[config.mk]
export PLATFORM = sky130hd
export DESIGN_NAME = nmi_req_latch
export DESIGN_NICKNAME = d
export VERILOG_FILES = /design/src/rtl/nmi_pkg.sv /design/src/rtl/nmi_sync.sv /design/src/rtl/nmi_edge_latch.sv /design/src/rtl/nmi_arbiter.sv /design/src/rtl/nmi_req_latch.sv
export SDC_FILE = /design/constraint.sdc
export NUM_CORES = 1
export LEC_CHECK = 0
export BUFFER_PORTS_ARGS = -buffer_cell sky130_fd_sc_hd__buf_2
export CAP_MARGIN = 5
export CELL_PAD_IN_SITES_DETAIL_PLACEMENT = 1
export CELL_PAD_IN_SITES_GLOBAL_PLACEMENT = 2
export CORE_AREA = 2 2 39 41
export DETAILED_ROUTE_END_ITERATION = 8
export DIE_AREA = 0 0 41 43
export GPL_ROUTABILITY_DRIVEN = 1
export PLACE_DENSITY = 0.54
export SLEW_MARGIN = 10
export SYNTH_ARGS = -nofsm -noshare
export SYNTH_HDL_FRONTEND = slang
export SYNTH_SLANG_ARGS = --single-unit
[constraint.sdc]
create_clock -name clk -period 0.8 [get_ports clk]
set_input_delay 0.16 -clock clk [delete_from_list [all_inputs] [get_ports clk]]
set_output_delay 0.16 -clock clk [all_outputs]
set_load 0.05 [all_outputs]
[src/rtl/nmi_pkg.sv]
package nmi_pkg;
    localparam int unsigned SYNC_STAGES_DEF = 2;

    typedef struct packed {
        logic nmi;
        logic mask;
    } take_t;

    function automatic take_t arbitrate(input logic pend, input logic bnd,
                                        input logic mreq, input logic ie);
        take_t t;
        t.nmi  = pend & bnd;
        t.mask = bnd & mreq & ie & ~pend;
        return t;
    endfunction
endpackage

[src/rtl/nmi_sync.sv]
module nmi_sync #(
    parameter int unsigned STAGES = 2
) (
    input  logic clk,
    input  logic din,
    output logic dout
);
    logic [STAGES-1:0] chain;

    generate
        for (genvar g = 0; g < STAGES; g++) begin : g_stage
            if (g == 0) begin : g_first
                always_ff @(posedge clk) chain[0] <= din;
            end else begin : g_next
                always_ff @(posedge clk) chain[g] <= chain[g-1];
            end
        end
    endgenerate

    assign dout = chain[STAGES-1];
endmodule

[src/rtl/nmi_edge_latch.sv]
module nmi_edge_latch (
    input  logic clk,
    input  logic rst,
    input  logic level,
    input  logic ack,
    output logic edge_det,
    output logic pending
);
    logic prev_q;

    always_ff @(posedge clk) begin
        if (rst) prev_q <= level;
        else     prev_q <= level;
    end

    assign edge_det = level & ~prev_q & ~rst;

    always_ff @(posedge clk) begin
        if (rst) pending <= 1'b0;
        else     pending <= edge_det | (pending & ~ack);
    end


    edge_sets_pending_chk: assert property (@(posedge clk) disable iff (rst)
        edge_det |=> pending);

    rise_needs_edge_chk: assert property (@(posedge clk) disable iff (rst)
        $rose(pending) |-> $past(edge_det));

    ack_clears_chk: assert property (@(posedge clk) disable iff (rst)
        (ack && !edge_det) |=> !pending);
endmodule

[src/rtl/nmi_arbiter.sv]
module nmi_arbiter
    import nmi_pkg::*;
(
    input  logic clk,
    input  logic rst,
    input  logic pending,
    input  logic boundary,
    input  logic mreq,
    input  logic ie_set,
    output logic take_nmi,
    output logic take_mask,
    output logic ie_q
);
    take_t t;

    always_comb t = arbitrate(pending, boundary, mreq, ie_q);

    assign take_nmi  = t.nmi;
    assign take_mask = t.mask;

    always_ff @(posedge clk) begin
        if (rst)                  ie_q <= 1'b0;
        else if (t.nmi || t.mask) ie_q <= 1'b0;
        else if (ie_set)          ie_q <= 1'b1;
    end


    take_exclusive_chk: assert property (@(posedge clk) disable iff (rst)
        $countones({take_nmi, take_mask}) <= 1);

    take_needs_pending_chk: assert property (@(posedge clk) disable iff (rst)
        take_nmi |-> (pending && boundary));

    take_clears_ie_chk: assert property (@(posedge clk) disable iff (rst)
        (take_nmi || take_mask) |=> !ie_q);
endmodule

[src/rtl/nmi_req_latch.sv]
module nmi_req_latch
    import nmi_pkg::*;
#(
    parameter int unsigned SYNC_STAGES = SYNC_STAGES_DEF
) (
    input  logic clk,
    input  logic rst,
    input  logic nmi_pin,
    input  logic insn_boundary,
    input  logic nmi_ack,
    input  logic mask_req,
    input  logic ie_set,
    output logic nmi_pending,
    output logic nmi_take,
    output logic mask_take,
    output logic ie_flag
);
    logic pin_s;
    logic edge_s;

    nmi_sync #(.STAGES(SYNC_STAGES)) u_sync (
        .clk  (clk),
        .din  (nmi_pin),
        .dout (pin_s)
    );

    nmi_edge_latch u_latch (
        .clk      (clk),
        .rst      (rst),
        .level    (pin_s),
        .ack      (nmi_ack),
        .edge_det (edge_s),
        .pending  (nmi_pending)
    );

    nmi_arbiter u_arb (
        .clk       (clk),
        .rst       (rst),
        .pending   (nmi_pending),
        .boundary  (insn_boundary),
        .mreq      (mask_req),
        .ie_set    (ie_set),
        .take_nmi  (nmi_take),
        .take_mask (mask_take),
        .ie_q      (ie_flag)
    );


    reset_quiet_chk: assert property (@(posedge clk)
        rst |=> (!nmi_pending && !ie_flag));
endmodule

# Word-level counts from Yosys, hierarchy flattened
# Cells that the tools add are included.
word_totals:
  reg_bits: 5
  input_bits: 7
  wordCells: 19
op_classes:
  n_bitwise: 12
  n_reduce_logical: 2
op_table:
  columns: ["operator", "count"]
  rows:
  - ["1-bit bitwise AND", 7]
  - ["1-bit NOT", 4]
  - ["2-bit OR reduction", 1]
  - ["1-bit logical OR", 1]
  - ["1-bit bitwise OR", 1]

# Longest topological paths before layout
depth:
  word_depth: 5
  mapped_depth: 2

# By module
# From an unflattened synthesis, not the netlist that was laid out.
hier_totals:
  cells_unflattened: 14
  hier_area_um2: 166.4
by_module_without_submodules:
  columns: ["mod", "instances", "cells_per_inst", "area_per_inst_um2"]
  rows:
  - ["nmi_edge_latch", 1, 6, 65.1]
  - ["nmi_arbiter", 1, 6, 61.3]
  - ["nmi_sync", 1, 2, 40.0]

# Least setup slack after synthesis
# Ideal clock, no wire load.
synth_timing:
  path_kind: "reg2out"
  startpoint: "reg u_arb.ie_q"
  endpoint: "out mask_take"
  t_arrival_ps: 1130
  required_ps: 640
  slack_ps: -490
  path_stages_with_launch: 2
  cell_sequence: "dfxtp_1 > and4b_2"
synth_via:
  elab_chain_len: 2
synth_lines:
  columns: ["item", "line_no", "source"]
  rows:
  - ["start, declared", "nmi_arbiter.sv:12", "output logic ie_q"]
  - ["start signal, assigned", "nmi_arbiter.sv:22", "if (rst) ie_q <= 1'b0;"]
  - ["start signal, assigned", "nmi_arbiter.sv:23", "else if (t.nmi || t.mask) ie_q <= 1'b0;"]
  - ["start signal, assigned", "nmi_arbiter.sv:24", "else if (ie_set) ie_q <= 1'b1;"]
  - ["1-bit bitwise AND (2 in a row)", "nmi_pkg.sv:13", "t.mask = bnd & mreq & ie & ~pend;"]
  - ["end, declared", "nmi_req_latch.sv:15", "output logic mask_take,"]
# No other way between the ends.

# Worst setup path after layout
layout_timing:
  startpoint: "reg u_latch.pending"
  endpoint: "out mask_take"
layout_via:
  elab_chain_len: 2
layout_lines:
  columns: ["item", "line_no", "source"]
  rows:
  - ["start, declared", "nmi_edge_latch.sv:7", "output logic pending"]
  - ["start signal, assigned", "nmi_edge_latch.sv:20", "else pending <= edge_det | (pending & ~ack);"]
  - ["1-bit NOT", "nmi_pkg.sv:13", null]
  - ["1-bit bitwise AND", "nmi_pkg.sv:13", null]
# No other way between the ends.

==> impl_metrics.xml <==
<?xml version="1.0" encoding="UTF-8"?>
<metrics>
  <group name="logic_synthesis">
    <metric name="synth_compound_area_frac" unit="">0.156</metric>
    <metric name="synth_top_cell_area_share" unit="">0.625</metric>
    <metric name="yosys.area_share.xor_xnor" unit="">0</metric>
    <metric name="synthDistinctLibCells" unit="">8</metric>
    <metric name="ys.warnings.count" unit="">0</metric>
    <metric name="syn_area_per_cell" unit="um^2">12.3</metric>
    <metric name="largest_family_of_logic_cells_by_synthesized_area" unit="">simple AND/OR/NAND/NOR gates</metric>
    <metric name="postSynthNetCount" unit="">20</metric>
    <metric name="netlist_area" unit="um^2">160</metric>
    <metric name="synth_area_leaders" unit="">sky130_fd_sc_hd__dfxtp_1 63%, sky130_fd_sc_hd__a211oi_2 7.8%, sky130_fd_sc_hd__nand2b_1 7.8%, sky130_fd_sc_hd__and4b_2 7.0%, sky130_fd_sc_hd__a21o_1 4.7%</metric>
    <metric name="synth.area.mux_share" unit="">0</metric>
    <metric name="yosys.area_share.adder" unit="">0</metric>
    <metric name="synthCells" unit="">13</metric>
    <metric name="yosys_register_bits" unit="">5</metric>
    <metric name="yosysSeqAreaShare" unit="">0.625</metric>
    <metric name="post-synth-top-area-cell" unit="">sky130_fd_sc_hd__dfxtp_1</metric>
    <metric name="synth-simple-area-share" unit="">0.219</metric>
  </group>
  <group name="setup_path">
    <metric name="critical_path.max_fanout" unit="">2</metric>
    <metric name="data_arrival_time_of_the_worst_path" unit="ns">1.04</metric>
    <metric name="crit_type" unit="">register to primary output</metric>
    <metric name="timing.critical_path.to_type" unit="">primary output</metric>
    <metric name="crit_path_start_kind" unit="">register</metric>
    <metric name="worst_ep_required_time" unit="ns">0.64</metric>
  </group>
  <group name="job">
    <metric name="drv.max_cap_violation_count" unit="">0</metric>
  </group>
  <group name="run_status">
    <metric name="failed_checks" unit="">negative setup slack</metric>
    <metric name="status" unit="">finished, violations left</metric>
  </group>
  <group name="timing">
    <metric name="finalCriticalPeriod" unit="ns">1.20</metric>
    <metric name="drv_slew" unit="">0</metric>
    <metric name="unrepaired_setup_endpoints_after_global_routing" unit="">yes</metric>
    <metric name="setup_viol_count_final" unit="">5</metric>
    <metric name="fin_worst_skew" unit="ns">0.00592</metric>
    <metric name="timing.slew.headroom" unit="">0.911</metric>
    <metric name="whs" unit="ns">0.0246</metric>
    <metric name="fin_ws" unit="ns">-0.396</metric>
    <metric name="fin_crit_sh" unit="">1.49</metric>
    <metric name="max_slew.worst_pin.slew" unit="ns">0.133</metric>
    <metric name="max_clock_freq" unit="MHz">836</metric>
    <metric name="final_hold_viol_count" unit="">0</metric>
  </group>
  <group name="clock_network">
    <metric name="holdBufCountCts" unit="">0</metric>
    <metric name="clk-insertion-delay-late" unit="ns">0.24</metric>
    <metric name="htree_num_levels" unit="">1</metric>
    <metric name="cts-buffers-inserted" unit="">3</metric>
    <metric name="clk_root_buffer_cell" unit="">sky130_fd_sc_hd__clkbuf_4</metric>
    <metric name="ctsLongestPathBuffers" unit="">2</metric>
    <metric name="worst_setup_hold_path_clk_slew" unit="ns">0.05</metric>
    <metric name="cts_num_sinks" unit="">5</metric>
    <metric name="tritoncts" unit="">yes</metric>
  </group>
  <group name="grt">
    <metric name="first_global_vias" unit="">205</metric>
    <metric name="grt_pass1_wl" unit="um">821</metric>
    <metric name="grt_use_total" unit="">0.0786</metric>
    <metric name="grt.overflow.total" unit="">0</metric>
    <metric name="grt_start_max_net_pins" unit="">5</metric>
    <metric name="number_of_antenna_violations_at_the_first_check_in_global_routing" unit="">0</metric>
  </group>
  <group name="routing">
    <metric name="topRoutingLayerUsed" unit="">met4</metric>
    <metric name="detail_route.wirelength.met1" unit="um">181</metric>
    <metric name="drcViolationCount" unit="">0</metric>
    <metric name="detailedRoute.firstIterationViolations" unit="">2</metric>
    <metric name="via_per_inst" unit="">3.51</metric>
    <metric name="drt_wl_total" unit="um">485</metric>
    <metric name="detailroute.via_count" unit="">165</metric>
    <metric name="wl_met3" unit="um">63</metric>
    <metric name="ant_nets" unit="">0</metric>
    <metric name="route.met2.wl" unit="um">232</metric>
    <metric name="first_pass_detailed_route_iteration_total" unit="">2</metric>
    <metric name="routed_wire_length_per_instance" unit="um">10.3</metric>
  </group>
  <group name="power_and_ir_drop">
    <metric name="total_leakage_power" unit="nW">0.159</metric>
    <metric name="overall_power_consumption" unit="W">0.000699</metric>
    <metric name="vdd_drop_max" unit="mV">1.06</metric>
    <metric name="p_per_cell_area" unit="mW/mm^2">2030</metric>
  </group>
  <group name="cells_and_area">
    <metric name="synthToLayoutAreaGrowth" unit="%">115</metric>
    <metric name="final_cells" unit="">47</metric>
    <metric name="mostFrequentLayoutCells" unit="">6 x sky130_fd_sc_hd__buf_2, 4 x sky130_fd_sc_hd__buf_8, 3 x sky130_fd_sc_hd__clkbuf_4, 3 x sky130_fd_sc_hd__buf_4, 3 x sky130_fd_sc_hd__dfxtp_1</metric>
    <metric name="antenna-diode-count" unit="">0</metric>
    <metric name="utilization" unit="">0.249</metric>
    <metric name="drive_gt1_frac" unit="">0.742</metric>
    <metric name="num-nets-final" unit="">39</metric>
    <metric name="final_common_cell" unit="">sky130_fd_sc_hd__buf_2</metric>
    <metric name="number_of_fill_cells_in_the_layout" unit="">158</metric>
  </group>
  <group name="floorplan">
    <metric name="start_util" unit="">0.116</metric>
    <metric name="die_area" unit="mm^2">0.00176</metric>
    <metric name="rows" unit="">14</metric>
    <metric name="core-area" unit="mm^2">0.00138</metric>
    <metric name="design.portCount" unit="">11</metric>
    <metric name="fp.dieW" unit="um">41</metric>
    <metric name="dieHeight" unit="um">43</metric>
  </group>
  <group name="hold_path">
    <metric name="hp-class" unit="">input pin to register</metric>
  </group>
  <group name="place">
    <metric name="buffer_ports.inserted" unit="">10</metric>
    <metric name="routabilityCongestion" unit="">0.473</metric>
    <metric name="dp.cells" unit="">42</metric>
  </group>
</metrics>
logic make-up (layout without fill, tap and decap cells):
group	count (synthesis)	in the layout
AOI/OAI and AO/OA	3	3
and+or+nand+nor	5	5
DFF	5	5
buffers and inverters	0	18
metal layers:
metal,GRT usage,vias up
met5,0,-
met4,0.0400,0
met3,0.0785,2
met2,0.113,11
met1,0.0684,71
li1,-,81
critical path: stages (launching register included):
cell and delay, ns:
sky130_fd_sc_hd__dfxtp_4 0.33, sky130_fd_sc_hd__and4b_4 0.32, sky130_fd_sc_hd__buf_8 0.14
synthesized netlist by cell type (all sizes together):
library cell,number
dfxtp,5
nand2b,2
a211oi,1
a21o,1
a21oi,1
and2,1
and4b,1
nor2,1
metrics by stage:
stage               worst slack [ns]  setup TNS, ns  area (um^2)
detailed placement            -0.240         -0.591          263
global route                  -0.433          -1.44          344
global placement              -0.221         -0.547          263
floorplan                     -0.204         -0.337          170
CTS                           -0.417          -1.31          340
finish                        -0.396          -1.25          344
repair_timing:
action,4_1_cts,5_1_grt
setup buffers,1,0
resized for setup,14,1
endpoints found under the setup margin,5,5
worst paths after layout:
path | slack [ns] | endpoint | cells past startpoint | from
hold / removal | 0.02 | u_sync.chain[0]$_DFF_P_ | 1 | nmi_pin
hold reg to reg | 0.33 | u_sync.dout$_DFF_P_ | 0 | u_sync.chain[0]$_DFF_P_
setup reg to reg | -0.07 | u_arb.ie_q$_SDFFE_PP0P_ | 3 | u_latch.pending$_SDFF_PP0_
setup / recovery | -0.40 | mask_take | 2 | u_latch.pending$_SDFF_PP0_
area by class of cell:
class	instances	area, um^2	area share
Clock buffer	4	26.3	0.0764
Multi-Input combinational cell	8	66.3	0.193
Sequential cell	5	108	0.313
Tap cell	16	20.0	0.0582
Timing Repair Buffer	14	124	0.360
power breakdown:
group	total [W]	internal, W	switching (W)
clock	0.000288	0.000188	0.0000998
sequential	0.000270	0.000264	0.00000673
combinational	0.000140	0.0000720	0.0000685
registers in the layout, summed over array words and instances, names as in the netlist:
register         cells
u_sync.dout          1
u_sync.chain         1
u_latch.prev_q       1
u_latch.pending      1
u_arb.ie_q           1
Note: power is estimated with default switching activity, not from simulation.
